[src/rtl/irqc_pkg.sv]
package irqc_pkg;
  localparam int unsigned BANKS = 3;
  localparam int unsigned BK_IRQ  = 0;
  localparam int unsigned BK_FIQ  = 1;
  localparam int unsigned BK_SOFT = 2;

  localparam logic [7:0] OFF_IRQ_MASKED = 8'h00;
  localparam logic [7:0] OFF_RAW_A      = 8'h04;
  localparam logic [7:0] OFF_IRQ_SET    = 8'h08;
  localparam logic [7:0] OFF_IRQ_CLR    = 8'h0C;
  localparam logic [7:0] OFF_SOFT_SET   = 8'h10;
  localparam logic [7:0] OFF_SOFT_CLR   = 8'h14;
  localparam logic [7:0] OFF_FIQ_MASKED = 8'h20;
  localparam logic [7:0] OFF_PASS_LOAD  = 8'h20;
  localparam logic [7:0] OFF_RAW_B      = 8'h24;
  localparam logic [7:0] OFF_FIQ_SET    = 8'h28;
  localparam logic [7:0] OFF_FIQ_CLR    = 8'h2C;

  function automatic logic [7:0] set_offset(input int unsigned bank);
    case (bank)
      BK_IRQ:  set_offset = OFF_IRQ_SET;
      BK_FIQ:  set_offset = OFF_FIQ_SET;
      default: set_offset = OFF_SOFT_SET;
    endcase
  endfunction

  function automatic logic [7:0] clr_offset(input int unsigned bank);
    case (bank)
      BK_IRQ:  clr_offset = OFF_IRQ_CLR;
      BK_FIQ:  clr_offset = OFF_FIQ_CLR;
      default: clr_offset = OFF_SOFT_CLR;
    endcase
  endfunction
endpackage

[src/rtl/irqc_bitbank.sv]
module irqc_bitbank #(
  parameter int unsigned N = 32,
  parameter logic [N-1:0] VALID = '1
) (
  input  logic         clk,
  input  logic         rst_n,
  input  logic [N-1:0] set_i,
  input  logic [N-1:0] clr_i,
  output logic [N-1:0] q_o
);
  logic [N-1:0] q_next;

  // clear wins over set; unimplemented bits never hold a 1
  always_comb q_next = (q_o | set_i) & ~clr_i & VALID;

  always_ff @(posedge clk or negedge rst_n) begin
    if (!rst_n) q_o <= '0;
    else        q_o <= q_next;
  end

  // a set bit that is not also cleared is held next cycle
  p_set_takes_r2: assert property (@(posedge clk) disable iff (!rst_n)
    |(set_i & ~clr_i & VALID) |=>
      ((q_o & $past(set_i & ~clr_i & VALID)) == $past(set_i & ~clr_i & VALID)));

  // clear has priority over set on the same bit
  p_clear_wins_r6: assert property (@(posedge clk) disable iff (!rst_n)
    |clr_i |=> ((q_o & $past(clr_i)) == '0));

  // bits named by neither word keep their value
  p_hold_r2: assert property (@(posedge clk) disable iff (!rst_n)
    1'b1 |=> ((q_o & ~$past(set_i | clr_i)) == ($past(q_o) & ~$past(set_i | clr_i))));

  // unimplemented bits stay zero
  p_invalid_zero_r10: assert property (@(posedge clk) disable iff (!rst_n)
    (q_o & ~VALID) == '0);
endmodule

[src/rtl/irqc_decode.sv]
module irqc_decode
  import irqc_pkg::*;
#(
  parameter int unsigned N = 32,
  parameter int unsigned ADDR_W = 8
) (
  input  logic [ADDR_W-1:0]      addr_i,
  input  logic                   wr_i,
  input  logic [N-1:0]           wdata_i,
  input  logic [N-1:0]           raw_i,
  input  logic [N-1:0]           irq_masked_i,
  input  logic [N-1:0]           fiq_masked_i,
  input  logic [BANKS-1:0][N-1:0] bank_q_i,
  output logic [BANKS-1:0][N-1:0] set_o,
  output logic [BANKS-1:0][N-1:0] clr_o,
  output logic                   pass_load_o,
  output logic [N-1:0]           rdata_o
);
  for (genvar b = 0; b < BANKS; b++) begin : g_strobe
    localparam logic [7:0] SOFF = set_offset(b);
    localparam logic [7:0] COFF = clr_offset(b);
    assign set_o[b] = (wr_i && addr_i == ADDR_W'(SOFF)) ? wdata_i : '0;
    assign clr_o[b] = (wr_i && addr_i == ADDR_W'(COFF)) ? wdata_i : '0;

    // only one register is written per access
    p_one_target_r11: assert final (!((|set_o[b]) && (|clr_o[b])));
  end

  assign pass_load_o = wr_i && (addr_i == ADDR_W'(OFF_PASS_LOAD));

  always_comb begin
    rdata_o = '0;
    if      (addr_i == ADDR_W'(OFF_IRQ_MASKED)) rdata_o = irq_masked_i;
    else if (addr_i == ADDR_W'(OFF_RAW_A))      rdata_o = raw_i;
    else if (addr_i == ADDR_W'(OFF_IRQ_SET))    rdata_o = bank_q_i[BK_IRQ];
    else if (addr_i == ADDR_W'(OFF_SOFT_SET))   rdata_o = bank_q_i[BK_SOFT];
    else if (addr_i == ADDR_W'(OFF_FIQ_MASKED)) rdata_o = fiq_masked_i;
    else if (addr_i == ADDR_W'(OFF_RAW_B))      rdata_o = raw_i;
    else if (addr_i == ADDR_W'(OFF_FIQ_SET))    rdata_o = bank_q_i[BK_FIQ];
  end
endmodule

[src/rtl/irqc_outreg.sv]
module irqc_outreg #(
  parameter int unsigned N = 32
) (
  input  logic         clk,
  input  logic         rst_n,
  input  logic [N-1:0] irq_masked_i,
  input  logic [N-1:0] fiq_masked_i,
  output logic         irq_o,
  output logic         fiq_o
);
  always_ff @(posedge clk or negedge rst_n) begin
    if (!rst_n) begin
      irq_o <= 1'b0;
      fiq_o <= 1'b0;
    end else begin
      irq_o <= |irq_masked_i;
      fiq_o <= |fiq_masked_i;
    end
  end

  // each request line trails its masked word by one clock
  p_irq_line_r8: assert property (@(posedge clk) disable iff (!rst_n)
    (|irq_masked_i) |=> irq_o);
  p_fiq_line_r8: assert property (@(posedge clk) disable iff (!rst_n)
    !(|fiq_masked_i) |=> !fiq_o);
endmodule

[src/rtl/dual_path_intc.sv]
module dual_path_intc
  import irqc_pkg::*;
#(
  parameter int unsigned N = 32,
  parameter int unsigned ADDR_W = 8,
  parameter logic [N-1:0] VALID = '1
) (
  input  logic              clk,
  input  logic              rst_n,
  input  logic [ADDR_W-1:0] bus_addr,
  input  logic              bus_wr,
  input  logic [N-1:0]      bus_wdata,
  output logic [N-1:0]      bus_rdata,
  input  logic [N-1:0]      src_i,
  output logic              irq_out,
  output logic              fiq_out,
  output logic [N-1:0]      pass_out
);
  logic [BANKS-1:0][N-1:0] set_w, clr_w, bank_q;
  logic [N-1:0] raw, irq_masked, fiq_masked, pass_q;
  logic         pass_load;

  for (genvar b = 0; b < BANKS; b++) begin : g_bank
    irqc_bitbank #(.N(N), .VALID(VALID)) u_bank (
      .clk(clk), .rst_n(rst_n),
      .set_i(set_w[b]), .clr_i(clr_w[b]), .q_o(bank_q[b])
    );
  end

  always_comb begin
    raw        = (src_i & VALID) | bank_q[BK_SOFT];
    irq_masked = raw & bank_q[BK_IRQ];
    fiq_masked = raw & bank_q[BK_FIQ];
  end

  always_ff @(posedge clk or negedge rst_n) begin
    if (!rst_n)         pass_q <= '0;
    else if (pass_load) pass_q <= bus_wdata & VALID;
  end

  assign pass_out = raw & pass_q;

  irqc_decode #(.N(N), .ADDR_W(ADDR_W)) u_dec (
    .addr_i(bus_addr), .wr_i(bus_wr), .wdata_i(bus_wdata),
    .raw_i(raw), .irq_masked_i(irq_masked), .fiq_masked_i(fiq_masked),
    .bank_q_i(bank_q), .set_o(set_w), .clr_o(clr_w),
    .pass_load_o(pass_load), .rdata_o(bus_rdata)
  );

  irqc_outreg #(.N(N)) u_out (
    .clk(clk), .rst_n(rst_n),
    .irq_masked_i(irq_masked), .fiq_masked_i(fiq_masked),
    .irq_o(irq_out), .fiq_o(fiq_out)
  );

  // a pass-through load never disturbs the fast enable mask
  p_pass_keeps_fiq_r9: assert property (@(posedge clk) disable iff (!rst_n)
    (pass_load && !(|set_w[BK_FIQ]) && !(|clr_w[BK_FIQ])) |=> $stable(bank_q[BK_FIQ]));

  // unimplemented sources never leave the block
  p_pass_valid_r10: assert property (@(posedge clk) disable iff (!rst_n)
    (pass_out & ~VALID) == '0);
endmodule

[config.mk]
export PLATFORM = sky130hd
export DESIGN_NAME = dual_path_intc
export DESIGN_NICKNAME = d
export VERILOG_FILES = /design/src/rtl/irqc_pkg.sv /design/src/rtl/irqc_bitbank.sv /design/src/rtl/irqc_decode.sv /design/src/rtl/irqc_outreg.sv /design/src/rtl/dual_path_intc.sv
export SDC_FILE = /design/constraint.sdc
export NUM_CORES = 1
export LEC_CHECK = 0
export BUFFER_PORTS_ARGS = -buffer_cell sky130_fd_sc_hd__buf_2
export CAP_MARGIN = 20
export CORE_MARGIN = 3
export CORE_UTILIZATION = 50
export DETAILED_ROUTE_END_ITERATION = 16
export PLACE_DENSITY = 0.78
export SLEW_MARGIN = 20
export SYNTH_ARGS = -nofsm -noshare
export SYNTH_HDL_FRONTEND = slang
export SYNTH_SLANG_ARGS = --single-unit
[constraint.sdc]
create_clock -name clk -period 1.84 [get_ports clk]
set_input_delay 0.092 -clock clk [delete_from_list [all_inputs] [get_ports clk]]
set_output_delay 0.092 -clock clk [all_outputs]
set_load 0.02 [all_outputs]
After elaboration in Yosys (flattened, before gate mapping). Cells that the tools add are included.

Equal/unequal tests: 9. Mux-type cells: 13. Reductions and logical operators: 10. Bitwise operators: 13.

Operators by type and width (number): 32-bit two-way mux (13); 32-bit AND (6); 32-bit bitwise OR (4); 32-bit NOT (3); 32-bit OR reduction (2); 8-bit by 6-bit == test with 1-bit output (second input constant) (4); 8-bit by 4-bit == test with 1-bit output (second input constant) (2); 8-bit by 5-bit == test with 1-bit output (second input constant) (2); 8-bit by 3-bit == test with 1-bit output (second input constant) (1); 8-bit zero test (1); 1-bit logical AND (7).

Output and inout bits: 66. Flip-flop bits (word level): 130.

Depth between registers and ports, before layout.
Depth after elaboration: 8. Mapped depth: 7. Mapped depth without buffers: 4.

Modules after synthesis. From an unflattened synthesis, not the netlist that was laid out.

Cells, all modules: 974. Area total of the unflattened synthesis: 9326.4 µm².

By module, submodules not included: irqc_decode (times used 1, cells an instance 562, area each 3497.1 µm²); irqc_bitbank (times used 3, cells an instance 64, area each 1121.1 µm²); dual_path_intc (times used 1, cells an instance 196, area each 2265.9 µm²); irqc_outreg (times used 1, cells an instance 24, area each 200.2 µm²).

Least setup slack after synthesis. OpenSTA, ideal clock, no wires.

Kind: input to output. Start point: in bus_addr[3]. End point: out bus_rdata[31]. Data arrival time: 1236 ps. Stages on the path: 4. Path slack: 512 ps. Required time: 1748 ps. Path buffers: 2. Cell sequence: clkbuf_1 -> clkbuf_1 -> a21oi_1 -> nor3_1.

Word-level cells in the longest chain between the ends: 8. Elaborated cells on any way between the ends: 14.

Ends and longest elaborated chain: start, declared (RTL line dual_path_intc.sv:10) `input logic [ADDR_W-1:0] bus_addr,`; 8-bit by 6-bit == test with 1-bit output (RTL line irqc_decode.sv:39) `else if (addr_i == ADDR_W'(OFF_FIQ_SET)) rdata_o = bank_q_i[BK_FIQ];`; 32-bit two-way mux (RTL line irqc_decode.sv:39); 32-bit two-way mux (RTL line irqc_decode.sv:38) `else if (addr_i == ADDR_W'(OFF_RAW_B)) rdata_o = raw_i;`; 32-bit two-way mux (RTL line irqc_decode.sv:37) `else if (addr_i == ADDR_W'(OFF_FIQ_MASKED)) rdata_o = fiq_masked_i;`; 32-bit two-way mux (RTL line irqc_decode.sv:36) `else if (addr_i == ADDR_W'(OFF_SOFT_SET)) rdata_o = bank_q_i[BK_SOFT];`; 32-bit two-way mux (RTL line irqc_decode.sv:35) `else if (addr_i == ADDR_W'(OFF_IRQ_SET)) rdata_o = bank_q_i[BK_IRQ];`; 32-bit two-way mux (RTL line irqc_decode.sv:34) `else if (addr_i == ADDR_W'(OFF_RAW_A)) rdata_o = raw_i;`; 32-bit two-way mux * (RTL line irqc_decode.sv:33) `if (addr_i == ADDR_W'(OFF_IRQ_MASKED)) rdata_o = irq_masked_i;`; end, declared (RTL line dual_path_intc.sv:13) `output logic [N-1:0] bus_rdata,`.

Every way passes the cells marked *; elsewhere a longest branch is shown, timed or not.

Final worst setup path.
Start point: reg g_bank[2].u_bank.q_o[31]. End point: out bus_rdata[31].

Word-level cells in the longest chain between the ends: 7. Elaborated cells on any way between the ends: 9.

Ends and longest elaborated chain: start, declared (RTL line irqc_bitbank.sv:9) `output logic [N-1:0] q_o`; start signal, assigned (RTL line irqc_bitbank.sv:18) `else q_o <= q_next;`; 32-bit bitwise OR (RTL line dual_path_intc.sv:31) `raw = (src_i & VALID) | bank_q[BK_SOFT];`; 32-bit two-way mux or 32-bit AND (tied branches) (RTL line irqc_decode.sv:38, dual_path_intc.sv:33); 32-bit two-way mux (RTL line irqc_decode.sv:37); 32-bit two-way mux (RTL line irqc_decode.sv:36); 32-bit two-way mux (RTL line irqc_decode.sv:35); 32-bit two-way mux (RTL line irqc_decode.sv:34); 32-bit two-way mux * (RTL line irqc_decode.sv:33).

Marked as above.

==> run metrics <==
status finished clean; depth of the CTS H-tree 4; hold path depth 5; critical path startpoint category register; Total Routed Length about 21 mm; global-route wire length before repair roughly 34 mm; post-route setup TNS 0 ns; PD cells about 800 mW/mm^2; WS Path Type reg -> out; worst vdd ir a little over 0.8 mV; Cells after Synth around 760; DRC Markers 0; internal power 5354 uW; pin count of the biggest net entering global routing 75; final hold vios 0; post-synth cell types 26; Worst Path Arrival around 1.6 ns; worst hold path class in -> reg; Pre-Repair DR Iteration Count 5; dominant synthesized flop cell dfrtp_1; Slew headroom 0.6342; RR Startpoint g_bank[2].u_bank.q_o[2]$_DFF_PN0_; Post-synth EDFFs 0; root buffer cell clkbuf_16; Routability Congestion 0.8652; net switching fraction of the power 0.2558; crit path from g_bank[2].u_bank.q_o[31]$_DFF_PN0_; Fillers 1,173; most instantiated cells after synthesis 130 x dfrtp_1, 97 x inv_1, 96 x mux2i_1; CP endpoint kind primary output; DR vias/cell about 5.7; f_max around 600 MHz; most common cell in the netlist dfrtp_1; chip height 125.9 um; DP HPWL 14.30 mm; gr usage total 0.2701; Synthesized Nets around 830; diode count 0; hold endpoint u_out.fiq_o$_DFF_PN0_; share of cells above drive strength 1 0.2804; Area Growth Syn to Fin 25.28%; largest cells by area after synthesis dfrtp_1 45%, mux2i_1 13%, inv_1 5.1%; Reg2Reg Setup Slack between 0.2 and 0.3 ns; Slew @ Worst Pin around 0.55 ns; number of buffers created by CTS 17; hold path start src_i[19]; Synth warnings 0; Clock Power Share 0.448; Post-synth ARST share 1.000; synthesized area per cell approximately 9.5 um^2; Lkg Pwr approximately 0.0051 uW; clk_lat worst skew 0.42 ns; Cells after DPL approximately 1,100; vias in the first global route ~6,400; per-cell routed wire length roughly 19 um; Seq/Total Area, Yosys 0.4524; GRT overflow 0; maxcap violations 0; Yosys reg bits 130; Max clock buf depth 2; Max Slew Vio Count 0; clock-pin transition on the worst setup and hold timing paths 0.05 ns; FP Rows 43; clk sink count 130; P_sw around 1800 uW; via count ~6,400; fin crit share 0.9013; initial core utilization 0.5140; area of the die roughly 0.016 mm^2; Finished Layout Cells 1,118; Worst Reg2Reg Path Length in Cells 4; Syn Std Cell Area 0.007191 mm^2; floorplan core area about 0.014 mm^2; Initial DRC Count about 630; Yosys top cell area share 0.4524; final antenna-violating net count 0; Final Util 0.6440; final setup vio count 0; Tot Pwr ~7000 uW; antenna violations before repair 0; IO Count ~140; Comb pwr share 0.123; IO buf count between 100 and 150; die width 125.9 um; Req. time, crit path 1.75 ns; Final Net Count 1,001; min cycle time layout between 1.5 and 2 ns; post-synth top area cell dfrtp_1; RSZ-0062 raised after global routing no; reg2reg end u_out.irq_o$_DFF_PN0_; sequential power share 0.429; top fanout value on the critical path 4; skew final around 0.0063 ns; # Post-CTS Setup Buffers 0; CTS tree built
-- worst max-delay path, stage by stage (launching register included) --
cell,delay [ns]
dfrtp_1,0.39
nor2_1,0.31
nor3_1,0.08
a21oi_1,0.13
nor3_1,0.07
buf_2,0.16
-- cells in the final DEF, fill, tap and decap left out --
cell type      instances
buf_2                138
dfrtp_1              130
inv_1                 97
mux2i_1               96
nand2_1               94
nor2_1                66
o21ai_0               63
o21a_1                33
dlygate4sd3_1         33
mux2_2                32
a22oi_1               31
o221a_2               31
buf_4                 21
clkbuf_16             17
nand4_1               15
nand2_2                5
clkbuf_8               5
nor4_1                 4
clkinv_2               4
clkbuf_1               4
buf_12                 4
nor2b_1                3
and4_2                 2
nor3_1                 2
o2111ai_1              2
nor2_2                 1
nor4_4                 1
nor4b_4                1
a21oi_1                1
a22o_1                 1
bufinv_16              1
-- flip-flops by register name, summed over array words and instances, names as in the netlist --
register,count
pass_q,32
u_out.irq_o,1
u_out.fiq_o,1
g_bank.u_bank.q_o,96
-- through the flow --
step	hold WS (ns)	instance area, um^2	setup WS [ns]
2_1_floorplan	-0.2036	7191	0.5118
3_3_place_gp	0.1408	8119	0.2496
3_5_place_dp	0.1382	8119	0.2401
4_1_cts	0.09566	9009	0.1514
5_1_grt	0.1166	9009	0.08119
6_report	0.1221	9009	0.1816
-- power by group through the flow --
stage          Sequential, uW  Clock, uW  Combinational (uW)
3_5_place_dp             3130          0                 819
6_report                 3090       3220                 884
2_1_floorplan            3110          0                 428
3_3_place_gp             3130          0                 807
4_1_cts                  3090       3280                 877
5_1_grt                  3110       3390                 963
-- how the worst max path moves through the flow --
| stage | to | slack, ns | depth (start not counted) |
|---|---|---|---|
| floorplan | bus_rdata[31] | 0.51 | 4 |
| global placement | bus_rdata[30] | 0.25 | 6 |
| detailed placement | g_bank[0].u_bank.q_o[20]$_DFF_PN0_ | 0.24 | 6 |
| CTS | bus_rdata[31] | 0.15 | 5 |
| global route | bus_rdata[31] | 0.08 | 5 |
| finish | bus_rdata[31] | 0.18 | 5 |
-- area by class of cell --
type / instances / area (um^2) / area share
repair buffers: 196 / 1259 / 0.1397
well taps: 180 / 225.2 / 0.02500
inverters: 97 / 364.1 / 0.04042
multi-input cells: 484 / 3348 / 0.3717
flip-flops and latches: 130 / 3253 / 0.3611
clock buffers: 26 / 509.2 / 0.05653
clock inverters: 5 / 50.05 / 0.005556
-- cells by family after synthesis --
kind of cell | after synthesis | synth area share
buffers and inverters | 143 | 0.08230
AND/OR/NAND/NOR | 194 | 0.1180
AO/OA/AOI/OAI | 162 | 0.1636
multiplexers | 128 | 0.1837
flip-flops | 130 | 0.4524
-- metal layers --
layer,global-route usage,vias to the layer above,part of all wire
li1,-,2938,-
met1,0.3541,3120,0.41
met2,0.4341,301,0.48
met3,0.06319,58,0.074
met4,0.1091,0,0.030
met5,0,-,0
-- timing repair --
item                                   in CTS  in global routing
hold buffers                               33                  0
gates resized for setup                     0                  0
endpoints found under the hold margin     256                  0
No activity file was read; power rests on OpenSTA's default activity.
